### src/rtl/eeprom_poll_pkg.sv
package eeprom_poll_pkg;
  typedef enum logic [1:0] {SYM_IDLE, SYM_START, SYM_BIT, SYM_STOP} sym_e;
  typedef enum logic [1:0] {JOB_CTRL, JOB_ADDR, JOB_DATA, JOB_POLL} job_e;
  typedef enum logic [2:0] {END_ABORT, END_WRITTEN, END_RETRY, END_DONE, END_TIMEOUT} end_e;
  localparam logic [3:0] DEV_CODE = 4'b1010;
endpackage

### src/rtl/eeprom_poll_tick.sv
module eeprom_poll_tick #(
  parameter int QTR_CYCLES = 4
) (
  input  logic clk_i,
  input  logic rst_ni,
  input  logic run_i,
  output logic tick_o
);
  localparam int CW = (QTR_CYCLES > 1) ? $clog2(QTR_CYCLES) : 1;
  localparam logic [CW-1:0] LAST = CW'(QTR_CYCLES - 1);

  logic [CW-1:0] cnt_q;

  always_ff @(posedge clk_i or negedge rst_ni) begin
    if (!rst_ni)           cnt_q <= '0;
    else if (!run_i)       cnt_q <= '0;
    else if (cnt_q == LAST) cnt_q <= '0;
    else                   cnt_q <= cnt_q + 1'b1;
  end

  assign tick_o = run_i && (cnt_q == LAST);
endmodule

### src/rtl/eeprom_poll_line.sv
module eeprom_poll_line
  import eeprom_poll_pkg::*;
(
  input  logic       clk_i,
  input  logic       rst_ni,
  input  sym_e       sym_i,
  input  logic [1:0] qtr_i,
  input  logic       bit_i,   // 1 = release SDA
  output logic       scl_oe_o,
  output logic       sda_oe_o
);
  logic scl_low_d, sda_low_d;

  always_comb begin
    scl_low_d = 1'b0;
    sda_low_d = 1'b0;
    unique case (sym_i)
      SYM_START: begin
        sda_low_d = qtr_i[1];
        scl_low_d = (qtr_i == 2'd3);
      end
      SYM_BIT: begin
        sda_low_d = !bit_i;
        scl_low_d = (qtr_i == 2'd0) || (qtr_i == 2'd3);
      end
      SYM_STOP: begin
        sda_low_d = !qtr_i[1];
        scl_low_d = (qtr_i == 2'd0);
      end
      default: ;
    endcase
  end

  always_ff @(posedge clk_i or negedge rst_ni) begin
    if (!rst_ni) begin
      scl_oe_o <= 1'b0;
      sda_oe_o <= 1'b0;
    end else begin
      scl_oe_o <= scl_low_d;
      sda_oe_o <= sda_low_d;
    end
  end
endmodule

### src/rtl/eeprom_poll_budget.sv
module eeprom_poll_budget #(
  parameter int MAX_POLLS = 8
) (
  input  logic clk_i,
  input  logic rst_ni,
  input  logic clear_i,
  input  logic miss_i,
  output logic last_o
);
  localparam int CW = $clog2(MAX_POLLS + 1);

  logic [CW-1:0] miss_q;

  always_ff @(posedge clk_i or negedge rst_ni) begin
    if (!rst_ni)      miss_q <= '0;
    else if (clear_i) miss_q <= '0;
    else if (miss_i)  miss_q <= miss_q + 1'b1;
  end

  assign last_o = (miss_q == CW'(MAX_POLLS - 1));
endmodule

### src/rtl/eeprom_poll_master.sv
module eeprom_poll_master
  import eeprom_poll_pkg::*;
#(
  parameter int          QTR_CYCLES = 4,
  parameter int          MAX_POLLS  = 8,
  parameter logic [2:0]  SEL_BITS   = 3'b000
) (
  input  logic       clk_i,
  input  logic       rst_ni,
  input  logic       start_i,
  input  logic [7:0] waddr_i,
  input  logic [7:0] wdata_i,
  input  logic       sda_i,
  output logic       scl_oe_o,
  output logic       sda_oe_o,
  output logic       busy_o,
  output logic       done_o,
  output logic       err_o,
  output logic       timeout_o
);
  localparam int BYTE_W = 8;
  localparam int BIT_CW = $clog2(BYTE_W + 1);
  localparam logic [BIT_CW-1:0] ACK_SLOT = BIT_CW'(BYTE_W);
  localparam logic [BYTE_W-1:0] CTRL_WR  = {DEV_CODE, SEL_BITS, 1'b0};

  sym_e              sym_q;
  job_e              job_q;
  end_e              end_q;
  logic [1:0]        qtr_q;
  logic [BIT_CW-1:0] bit_q;
  logic [BYTE_W-1:0] shreg_q, addr_q, data_q;
  logic              ack_q, done_q, err_q, tmo_q;
  logic              tick, accept, ack_end, poll_miss, last_poll, tx_bit;

  assign accept    = (sym_q == SYM_IDLE) && start_i;
  assign ack_end   = tick && (sym_q == SYM_BIT) && (qtr_q == 2'd3) && (bit_q == ACK_SLOT);
  assign poll_miss = ack_end && (job_q == JOB_POLL) && !ack_q;
  assign tx_bit    = (bit_q == ACK_SLOT) ? 1'b1 : shreg_q[BYTE_W-1];

  eeprom_poll_tick #(.QTR_CYCLES(QTR_CYCLES)) u_tick (
    .clk_i, .rst_ni, .run_i(sym_q != SYM_IDLE), .tick_o(tick)
  );

  eeprom_poll_budget #(.MAX_POLLS(MAX_POLLS)) u_budget (
    .clk_i, .rst_ni, .clear_i(accept), .miss_i(poll_miss), .last_o(last_poll)
  );

  eeprom_poll_line u_line (
    .clk_i, .rst_ni, .sym_i(sym_q), .qtr_i(qtr_q), .bit_i(tx_bit),
    .scl_oe_o, .sda_oe_o
  );

  always_ff @(posedge clk_i or negedge rst_ni) begin
    if (!rst_ni) begin
      sym_q   <= SYM_IDLE;
      job_q   <= JOB_CTRL;
      end_q   <= END_ABORT;
      qtr_q   <= '0;
      bit_q   <= '0;
      shreg_q <= '0;
      addr_q  <= '0;
      data_q  <= '0;
      ack_q   <= 1'b0;
      done_q  <= 1'b0;
      err_q   <= 1'b0;
      tmo_q   <= 1'b0;
    end else begin
      done_q <= 1'b0;
      if (accept) begin
        addr_q  <= waddr_i;
        data_q  <= wdata_i;
        shreg_q <= CTRL_WR;
        job_q   <= JOB_CTRL;
        sym_q   <= SYM_START;
        qtr_q   <= '0;
        err_q   <= 1'b0;
        tmo_q   <= 1'b0;
      end else if (tick) begin
        qtr_q <= qtr_q + 2'd1;
        if (sym_q == SYM_START && qtr_q == 2'd3) begin
          sym_q <= SYM_BIT;
          bit_q <= '0;
        end
        if (sym_q == SYM_BIT) begin
          if (qtr_q == 2'd2 && bit_q == ACK_SLOT) ack_q <= !sda_i;
          if (qtr_q == 2'd3) begin
            if (bit_q != ACK_SLOT) begin
              bit_q   <= bit_q + 1'b1;
              shreg_q <= {shreg_q[BYTE_W-2:0], 1'b1};
            end else begin
              bit_q <= '0;
              // refused write byte aborts; refused poll retries until budget spent
              unique case (job_q)
                JOB_CTRL: if (ack_q) begin job_q <= JOB_ADDR; shreg_q <= addr_q; end
                          else begin sym_q <= SYM_STOP; end_q <= END_ABORT; end
                JOB_ADDR: if (ack_q) begin job_q <= JOB_DATA; shreg_q <= data_q; end
                          else begin sym_q <= SYM_STOP; end_q <= END_ABORT; end
                JOB_DATA: begin
                  sym_q <= SYM_STOP;
                  end_q <= ack_q ? END_WRITTEN : END_ABORT;
                end
                default: begin
                  sym_q <= SYM_STOP;
                  end_q <= ack_q ? END_DONE : (last_poll ? END_TIMEOUT : END_RETRY);
                end
              endcase
            end
          end
        end
        if (sym_q == SYM_STOP && qtr_q == 2'd3) begin
          unique case (end_q)
            END_WRITTEN, END_RETRY: begin
              sym_q   <= SYM_START;
              job_q   <= JOB_POLL;
              shreg_q <= CTRL_WR;
            end
            END_DONE:    begin sym_q <= SYM_IDLE; done_q <= 1'b1; end
            END_TIMEOUT: begin sym_q <= SYM_IDLE; tmo_q  <= 1'b1; end
            default:     begin sym_q <= SYM_IDLE; err_q  <= 1'b1; end
          endcase
        end
      end
    end
  end

  assign busy_o    = (sym_q != SYM_IDLE);
  assign done_o    = done_q;
  assign err_o     = err_q;
  assign timeout_o = tmo_q;
endmodule

### config.mk
export PLATFORM = sky130hd
export DESIGN_NAME = eeprom_poll_master
export DESIGN_NICKNAME = d
export VERILOG_FILES = /design/src/rtl/eeprom_poll_pkg.sv /design/src/rtl/eeprom_poll_tick.sv /design/src/rtl/eeprom_poll_line.sv /design/src/rtl/eeprom_poll_budget.sv /design/src/rtl/eeprom_poll_master.sv
export SDC_FILE = /design/constraint.sdc
export NUM_CORES = 1
export LEC_CHECK = 0
export BUFFER_PORTS_ARGS = -buffer_cell sky130_fd_sc_hd__buf_2
export CAP_MARGIN = 20
export CORE_MARGIN = 5
export CORE_UTILIZATION = 30
export CTS_CLUSTER_DIAMETER = 100
export DETAILED_ROUTE_END_ITERATION = 12
export PLACE_DENSITY = 0.49
export SKIP_LAST_GASP = 1
export SLEW_MARGIN = 20
export SYNTH_ARGS = -nofsm -noshare
export SYNTH_HDL_FRONTEND = slang
export SYNTH_SLANG_ARGS = --single-unit
### constraint.sdc
create_clock -name clk_i -period 2.7 [get_ports clk_i]
set_clock_uncertainty 0.1 [all_clocks]
set_input_delay 0.135 -clock clk_i [delete_from_list [all_inputs] [get_ports clk_i]]
set_output_delay 0.135 -clock clk_i [all_outputs]
set_load 0.02 [all_outputs]
# Word level (Yosys, flattened, before mapping)
# Cells that the tools add are included.
dict set report totals {
  out_inout_bits 6
  inputBits 20
  word_cells 131
  register_bits 49
}
dict set report classes {
  mux 60
  n_eq_ne 18
  reduce_logical 31
  bitwise 2
  n_addsub 4
}
# cell count
set ops {}
lappend ops {{8-bit two-way mux} 9}
lappend ops {{2-bit two-way mux} 22}
lappend ops {{4-bit two-way mux} 6}
lappend ops {{8-bit case mux with 2 select lines} 1}
lappend ops {{1-bit two-way mux} 15}
lappend ops {{2-bit == test, second input constant} 7}
lappend ops {{1-bit logical AND} 10}
lappend ops {{2-bit nonzero test} 5}
lappend ops {{3-bit two-way mux} 3}
lappend ops {{4-bit by 1-bit adder with 4-bit output, second input constant} 2}
lappend ops {{3-bit by 2-bit == test with 1-bit output, second input constant} 2}
lappend ops {{2-bit zero test} 3}
lappend ops {{1-bit case mux with 3 select lines} 2}
lappend ops {{3-bit case mux with 2 select lines} 1}
lappend ops {{3-bit AND reduction} 2}
lappend ops {{6-bit AND reduction} 1}
lappend ops {{2-bit by 1-bit adder with 2-bit output, second input constant} 2}
lappend ops {{2-bit by 1-bit == test with 1-bit output, second input constant} 2}
lappend ops {{4-bit by 3-bit == test with 1-bit output, second input constant} 1}
lappend ops {{4-bit == test, second input constant} 1}
lappend ops {{1-bit zero test} 4}
lappend ops {{4-bit != test, second input constant} 1}
lappend ops {{2-bit case mux with 2 select lines} 1}
lappend ops {{4-bit AND reduction} 1}
lappend ops {{9 further kinds} 11}

# Logic depth before layout (Yosys ltp)
# Gate-level depths: netlist (run 1).
dict set report depth {
  word_depth 11
  mapped_depth 7
  depth_no_buf 6
}

# Hierarchy
# A second synthesis (run 1) with hierarchy kept.
dict set report unflattened {
  cells_unflattened 276
  area_unflattened_um2 2546.2
}
# module seq_area_each_um2 cells_per_inst area_each_um2 n_inst
set modules_own_cells {}
lappend modules_own_cells {eeprom_poll_master 1026.0 240 2128.3 1}
lappend modules_own_cells {eeprom_poll_budget 100.1 18 200.2 1}
lappend modules_own_cells {eeprom_poll_line 50.0 12 130.1 1}
lappend modules_own_cells {eeprom_poll_tick 50.0 6 87.6 1}

# Least setup slack after synthesis (run 1)
# Ideal clock, no wire load.
dict set report synth_path {
  path_kind {flip-flop to flip-flop}
  startpoint {register bit_q[0]}
  endpoint {register end_q[1]}
  arrival_time_ns 1.744
  path_stages_with_launch 8
  setup_time_ns 0.125
  period_less_slack_ns 1.969
  setup_slack_ns 0.731
  required_time_ns 2.475
  n_path_buf 1
  path_cell_list {dfrtp_1 > inv_1 > ha_1 > and3b_1 > clkbuf_1 > nand2_1 > nor2_1 > mux2_2}
}
dict set report synth_via {
  elab_chain_cells 3
}
# element line_no
set synth_rtl {}
lappend synth_rtl {{from (decl)} eeprom_poll_master.sv:30} ;# logic [BIT_CW-1:0] bit_q;
lappend synth_rtl {{from (signal assigned)} eeprom_poll_master.sv:88} ;# bit_q <= bit_q + 1'b1;
lappend synth_rtl {{4-bit != test} eeprom_poll_master.sv:87} ;# if (bit_q != ACK_SLOT) begin
lappend synth_rtl {{1-bit NOT (no source line)} -}
lappend synth_rtl {{6-bit AND reduction (no source line)} -}
lappend synth_rtl {{to (signal assigned)} eeprom_poll_master.sv:100} ;# end_q <= ack_q ? END_WRITTEN : END_ABORT;
lappend synth_rtl {{to (signal assigned)} eeprom_poll_master.sv:104} ;# end_q <= ack_q ? END_DONE : (last_poll ? END_TIMEOUT : END_RETRY);
lappend synth_rtl {{to (decl)} eeprom_poll_master.sv:28} ;# end_e end_q;
# Every way passes these cells.
# A chain may end at the register's enable or synchronous reset.

# Worst setup path after layout (run 1)
dict set report layout_path {
  startpoint {register qtr_q[1]}
  endpoint {register shreg_q[2]}
}
dict set report layout_via {
  elab_chain_cells 7
  elab_cells_between_ends 8
  classes_between {eq/ne: 1; mux: 6; reduce/logical: 1}
}
# element line_no
set layout_rtl {}
lappend layout_rtl {{from (decl)} eeprom_poll_master.sv:29} ;# logic [1:0] qtr_q;
lappend layout_rtl {{from (signal assigned)} eeprom_poll_master.sv:79} ;# qtr_q <= qtr_q + 2'd1;
lappend layout_rtl {{2-bit == test (*)} {eeprom_poll_master.sv:86, eeprom_poll_master.sv:110}}
lappend layout_rtl {{8-bit two-way mux} eeprom_poll_master.sv:86} ;# if (qtr_q == 2'd3) begin
lappend layout_rtl {{8-bit two-way mux} eeprom_poll_master.sv:84} ;# if (sym_q == SYM_BIT) begin
lappend layout_rtl {{8-bit two-way mux} eeprom_poll_master.sv:111} ;# unique case (end_q)
lappend layout_rtl {{8-bit two-way mux (*)} eeprom_poll_master.sv:110} ;# if (sym_q == SYM_STOP && qtr_q == 2'd3) begin
lappend layout_rtl {{8-bit two-way mux (*)} eeprom_poll_master.sv:78} ;# end else if (tick) begin
lappend layout_rtl {{8-bit two-way mux (*)} eeprom_poll_master.sv:69} ;# if (accept) begin
lappend layout_rtl {{to (signal assigned)} eeprom_poll_master.sv:89} ;# shreg_q <= {shreg_q[BYTE_W-2:0], 1'b1};
lappend layout_rtl {{to (decl)} eeprom_poll_master.sv:31} ;# logic [BYTE_W-1:0] shreg_q, addr_q, data_q;
# Every way passes the cells marked *; elsewhere a longest branch is shown, timed or not. The select of a mux whose other input is x is not followed.

==> run metrics, run 1 <==
Critical Path RT 2.76 ns; final wirelength 5.94 mm; global-route usage over all layers between 10% and 20%; CTS Buf Count 5; final hold violations 0; Worst Hold Class input port to register; root buffer cell clkbuf_8; TritonRoute pass-1 iters 4; DRT iter0 DRCs 96; Initial Utilization 30.6%; most frequent cell after synthesis nand2_1; setup TNS 0 ns; clk buf depth 2; Post-Syn Nets between 200 and 300; most common flop cell mapped by yosys dfrtp_1; clk sink count 49; EDFF count, synth 0; die span in x approximately 100 µm; Nets between 300 and 400; total gr overflow 0; Filler cells approximately 850; Post-Syn Instances 267; mapped cell area between 2000 and 3000 µm²; Tightest Pin Transition around 0.56 ns; post-synth top area share roughly 49%; vias post-DR slightly above 2000; initial antenna violation count 0; core region area 8180 µm²; PortBufs 25; Startpoint Class register; ANT nets after route 0; IO Pins 26; Synth cell types just under 50; number of diodes 0; residual DRC count 0; TritonCTS clock tree built; ratio of cells with drive above 1 in the final layout 15.7%; post-layout util 37.2%; post-DP HPWL between 4 and 5 mm; Pleak about 0.0014 µW; status finished, final reports clean; critical path type register to register; asr flop ratio synth 100%; Synth area leader dfrtp_1; Yosys reg bits slightly below 50; RePlAce Congestion 0.819; area of the die around 10000 µm²; crit path DAT ~2.3 ns; sequential share of the synthesized area between 40% and 50%; WHS roughly 0.19 ns; maximum vdd drop 0.000190 V; largest net degree at the start of global routing 30; Final period util slightly above 80%; Ys Warns 0; Slew headroom 62.2%; clk_lat worst skew 0.30 ns; max_cap viols 0; Max Slew Vio Count 0; Post-CTS Setup Repair Bufs 0; H-tree Lvls 2; top cells by count, synth 67 x nand2_1, 49 x dfrtp_1, 15 x nor2_1; Reg clk slew, reported paths about 0.090 ns; syn_area_per_cell between 9 and 10 µm²; first-pass GRT wire length between 10 and 15 mm; Die Y just over 100 µm; minimum clock period approximately 2.2 ns; pwr dens between 400 and 500 nW/µm²; synth-to-layout area growth 21.5%; Avg Vias per Cell between 4 and 5; CP max FO 10; number of global-route vias before repair 2146; top cells by area, synth dfrtp_1 49%, nand2_1 10%, ha_1 3.5%, mux2i_1 2.8%, o21ai_0 2.6%; CP Capture Type register; drt wl/cell between 10 and 15 µm; num rows 33; Setup Viol. Count Final 0; fmax around 0.45 GHz; RSZ-0062 raised after global routing no
==> critical path, cell delays in order, from the launching register on <==
cell and delay (ns):
dfrtp_1 0.41, ha_1 0.41, nand4b_1 0.20, or2_2 0.37, o21ai_1 0.47, nor3_1 0.13
==> layout make-up <==
class	count	area (µm²)	share of cell area, %
repair buffers	52	373	12.3
clock buffers	7	86.3	2.84
multi-input cells	197	1200	39.4
inverters	7	26.3	0.863
well taps	105	131	4.32
flip-flops and latches	49	1230	40.3
==> cell families after synthesis <==
kind of cell	count (synthesis)	synth area share [%]
adders and majority gates	7	3.50
muxes	10	4.15
AOI/OAI and AO/OA	55	14.7
DFF	49	49.0
and+or+nand+nor	120	23.6
buffers and inverters	21	3.35
xor gates and xnor gates	5	1.75
==> cells in the final DEF, fill, tap and decap left out, drive strengths merged, types with 4 or more instances in the layout <==
cell type / Yosys / layout
a211oi: 5 / 5
a21oi: 12 / 12
buf: 6 / 34
clkbuf: 8 / 7
dfrtp: 49 / 49
dlygate4sd3: 0 / 18
ha: 7 / 7
inv: 7 / 7
mux2i: 7 / 7
nand2: 67 / 67
nand3: 4 / 4
nor2: 15 / 15
nor2b: 5 / 5
nor3: 8 / 8
o21ai: 14 / 14
==> metrics by stage <==
stage / total power (µW) / std cells / instance area [µm²] / worst slack [ns]
2_1_floorplan: 794 / 267 / 2500 / 0.731
3_3_place_gp: 831 / 392 / 2780 / 0.549
3_5_place_dp: 832 / 392 / 2780 / 0.504
4_1_cts: 1300 / 417 / 3040 / 0.482
5_1_grt: 1340 / 417 / 3040 / 0.297
6_report: 1280 / 417 / 3040 / 0.473
==> flip-flops by register name, indices dropped and copies added, names as in the netlist <==
register / count
u_line.scl_oe_o: 1
bit_q: 4
u_budget.miss_q: 4
sym_q: 2
addr_q: 8
timeout_o: 1
data_q: 8
job_q: 2
shreg_q: 8
end_q: 3
done_o: 1
qtr_q: 2
u_tick.cnt_q: 2
u_line.sda_oe_o: 1
err_o: 1
ack_q: 1
==> per-layer routing <==
metal  global-route usage (%)  vias to the layer above  wire (µm)
met3                     2.41                        5        197
met1                     17.0                      990       2930
met2                     21.2                       27       2760
li1                         -                     1021          -
met4                     3.37                        0         45
met5                        0                        -          0
==> final timing paths <==
kind,startpoint,to,slack [ns],cells past startpoint
hold / removal,start_i,timeout_o,0.19,3
hold reg to reg,u_tick.cnt_q[0],u_tick.cnt_q[0],0.35,1
setup reg to reg,qtr_q[1],shreg_q[2],0.47,5
max in group asynchronous,rst_ni,u_budget.miss_q[1],1.51,3
min in group asynchronous,rst_ni,u_tick.cnt_q[1],0.23,2
setup / recovery,qtr_q[1],shreg_q[2],0.47,5
==> timing repair <==
action / CTS / global route
resized for setup: 0 / 0
hold buffers: 18 / 0
endpoints found under the hold margin: 37 / 0
==> where the power goes <==
group	switching, µW	internal, µW	total, µW
Combinational	35.3	40.1	75.4
Clock	243	204	447
Sequential	9.31	750	759
Total	288	994	1280
(Power assumes the default switching activity.)
==> run 2: changes to the inputs <==
- clock period: 2.7 -> 2.1 ns (I/O delays scaled with it)
==> run metrics, run 2 (same netlist as run 1, synthesis figures left out) <==
final wirelength 6.14 mm; ratio of cells with drive above 1 in the final layout between 20% and 30%; crit path buf inv count 1; Design Area, Final 3190 µm²; worst path cell trace inv_1, ha_4, nand3b_4, or4_4, or3_1, a21oi_1; area of the die 10300 µm²; Tightest Pin Transition 0.595 ns; fmax 0.504 GHz; number of global-route vias before repair approximately 2100; Slew headroom between 60% and 70%; commonest cells after routing, fill and taps aside 67 x nand2_1, 49 x dfrtp_1, 25 x buf_2; final worst-path setup slack roughly 0.12 ns; Filler cells about 820; Startpoint Class register; TritonRoute pass-1 iters 4; root buffer cell clkbuf_8; Reg clk slew, reported paths between 0.1 and 0.15 ns; DRT iter0 DRCs 140; num rows 33; FF/Latch Area around 1200 µm²; CP Capture Type register; Crit path depth 6; CP top delay family simple AND/OR/NAND/NOR gates; busiest grt layer met2; slowest stage cell, crit path or4_4; crit path DAT approximately 2.1 ns; maximum vdd drop approximately 0.00022 V; worst reg-to-reg setup slack roughly 0.12 ns; hold wc startpoint start_i; placed cell areas about 2900 µm²; Final period util 94.5%; CP max stage delay 0.56 ns; clk sink count just under 50; core region area ~8000 µm²; H-tree Lvls 2; pre-CTS setup slack between 0.08 and 0.09 ns; FF-to-FF End u_budget.miss_q[3]; post-DP HPWL 4.35 mm; total gr overflow 0; number of diodes 0; CP max FO 5; RePlAce Congestion around 0.8; drt wl/cell roughly 14 µm; die span in x 101 µm; Max Slew Vio Count 0; Worst Hold Class input port to register; global-route usage over all layers between 10% and 20%; Initial Utilization 30.6%; Pleak approximately 0.0015 µW; most common cell after layout, fill and taps aside nand2_1; first-pass GRT wire length 10.7 mm; Worst Reg2Reg Path Length in Cells 6; top flop regs addr_q (8), data_q (8), shreg_q (8); largest net degree at the start of global routing 27; Setup Viol. Count Final 0; Avg Vias per Cell between 4 and 5; pwr dens roughly 530 nW/µm²; ANT nets after route 0; clk buf depth 2; critical path type register to register; post-layout util 39.0%; clk_lat worst skew between 0.3 and 0.4 ns; CTS Buf Count 5; Critical Path RT approximately 2.2 ns; RSZ-0062 raised after global routing no; M3 GR Usage approximately 2.9%; max_cap viols 0; PortBufs 25; footprint of the multi-input gates approximately 1200 µm²; IO Pins 26; hold path cells 5; minimum clock period just under 2 ns; Die Y 101 µm; residual DRC count 0; grt met1 use ~18%; WHS Endpoint shreg_q[3]; initial antenna violation count 0; Nets 353; setup TNS 0 ns; TritonCTS clock tree built; synth-to-layout area growth 27.4%; final hold violations 0; status finished, final reports clean; RR Startpoint bit_q[1]; WHS between 0.15 and 0.2 ns; met2 usage roughly 21%; vias post-DR around 2100
-- run 2: what timing repair did --
action | CTS | global route
hold buffers | 18 | 0
hold endpoints to repair | 40 | 0
endpoints found under the setup margin | 0 | 1
resized for setup | 0 | 3
setup buffers | 0 | 2
-- run 2: worst min-delay path, cell delays in order --
cell     delay [ns]
buf_2          0.08
nand2_1        0.07
o21ai_1        0.11
buf_4          0.16
nor3_1         0.05
-- run 2: routing by layer --
layer	vias up	part of all wire [%]
met2	24	48
met4	0	0.44
li1	1047	-
met1	1007	49
met3	5	2.6
met5	-	0
-- run 2: layout make-up --
class	count	area share (%)
clock buffers	5	2.16
clock inverters	3	1.06
inverters	7	0.823
multi-input cells	197	38.1
flip-flops and latches	49	38.4
well taps	105	4.12
repair buffers	66	15.4
-- run 2: metrics by stage --
stage          cells  power [µW]
4_1_cts          430        1720
2_1_floorplan    267        1020
6_report         432        1690
3_3_place_gp     404        1070
3_5_place_dp     404        1070
5_1_grt          432        1780
-- run 2: worst max path at each step --
stage	start	end	slack, ns
floorplan	bit_q[0]	end_q[1]	0.13
global placement	bit_q[1]	u_budget.miss_q[3]	0.15
detailed placement	bit_q[1]	u_budget.miss_q[3]	0.09
CTS	bit_q[1]	u_budget.miss_q[3]	0.04
global route	bit_q[1]	u_budget.miss_q[3]	0.03
finish	bit_q[1]	u_budget.miss_q[3]	0.12
-- run 2: power by group --
group	switching, µW	internal [µW]	total [µW]	leakage, µW
Clock	367	249	616	0.0000511
Sequential	11.7	964	976	0.000613
Combinational	46.0	54.0	100	0.000858
Total	424	1270	1690	0.00152
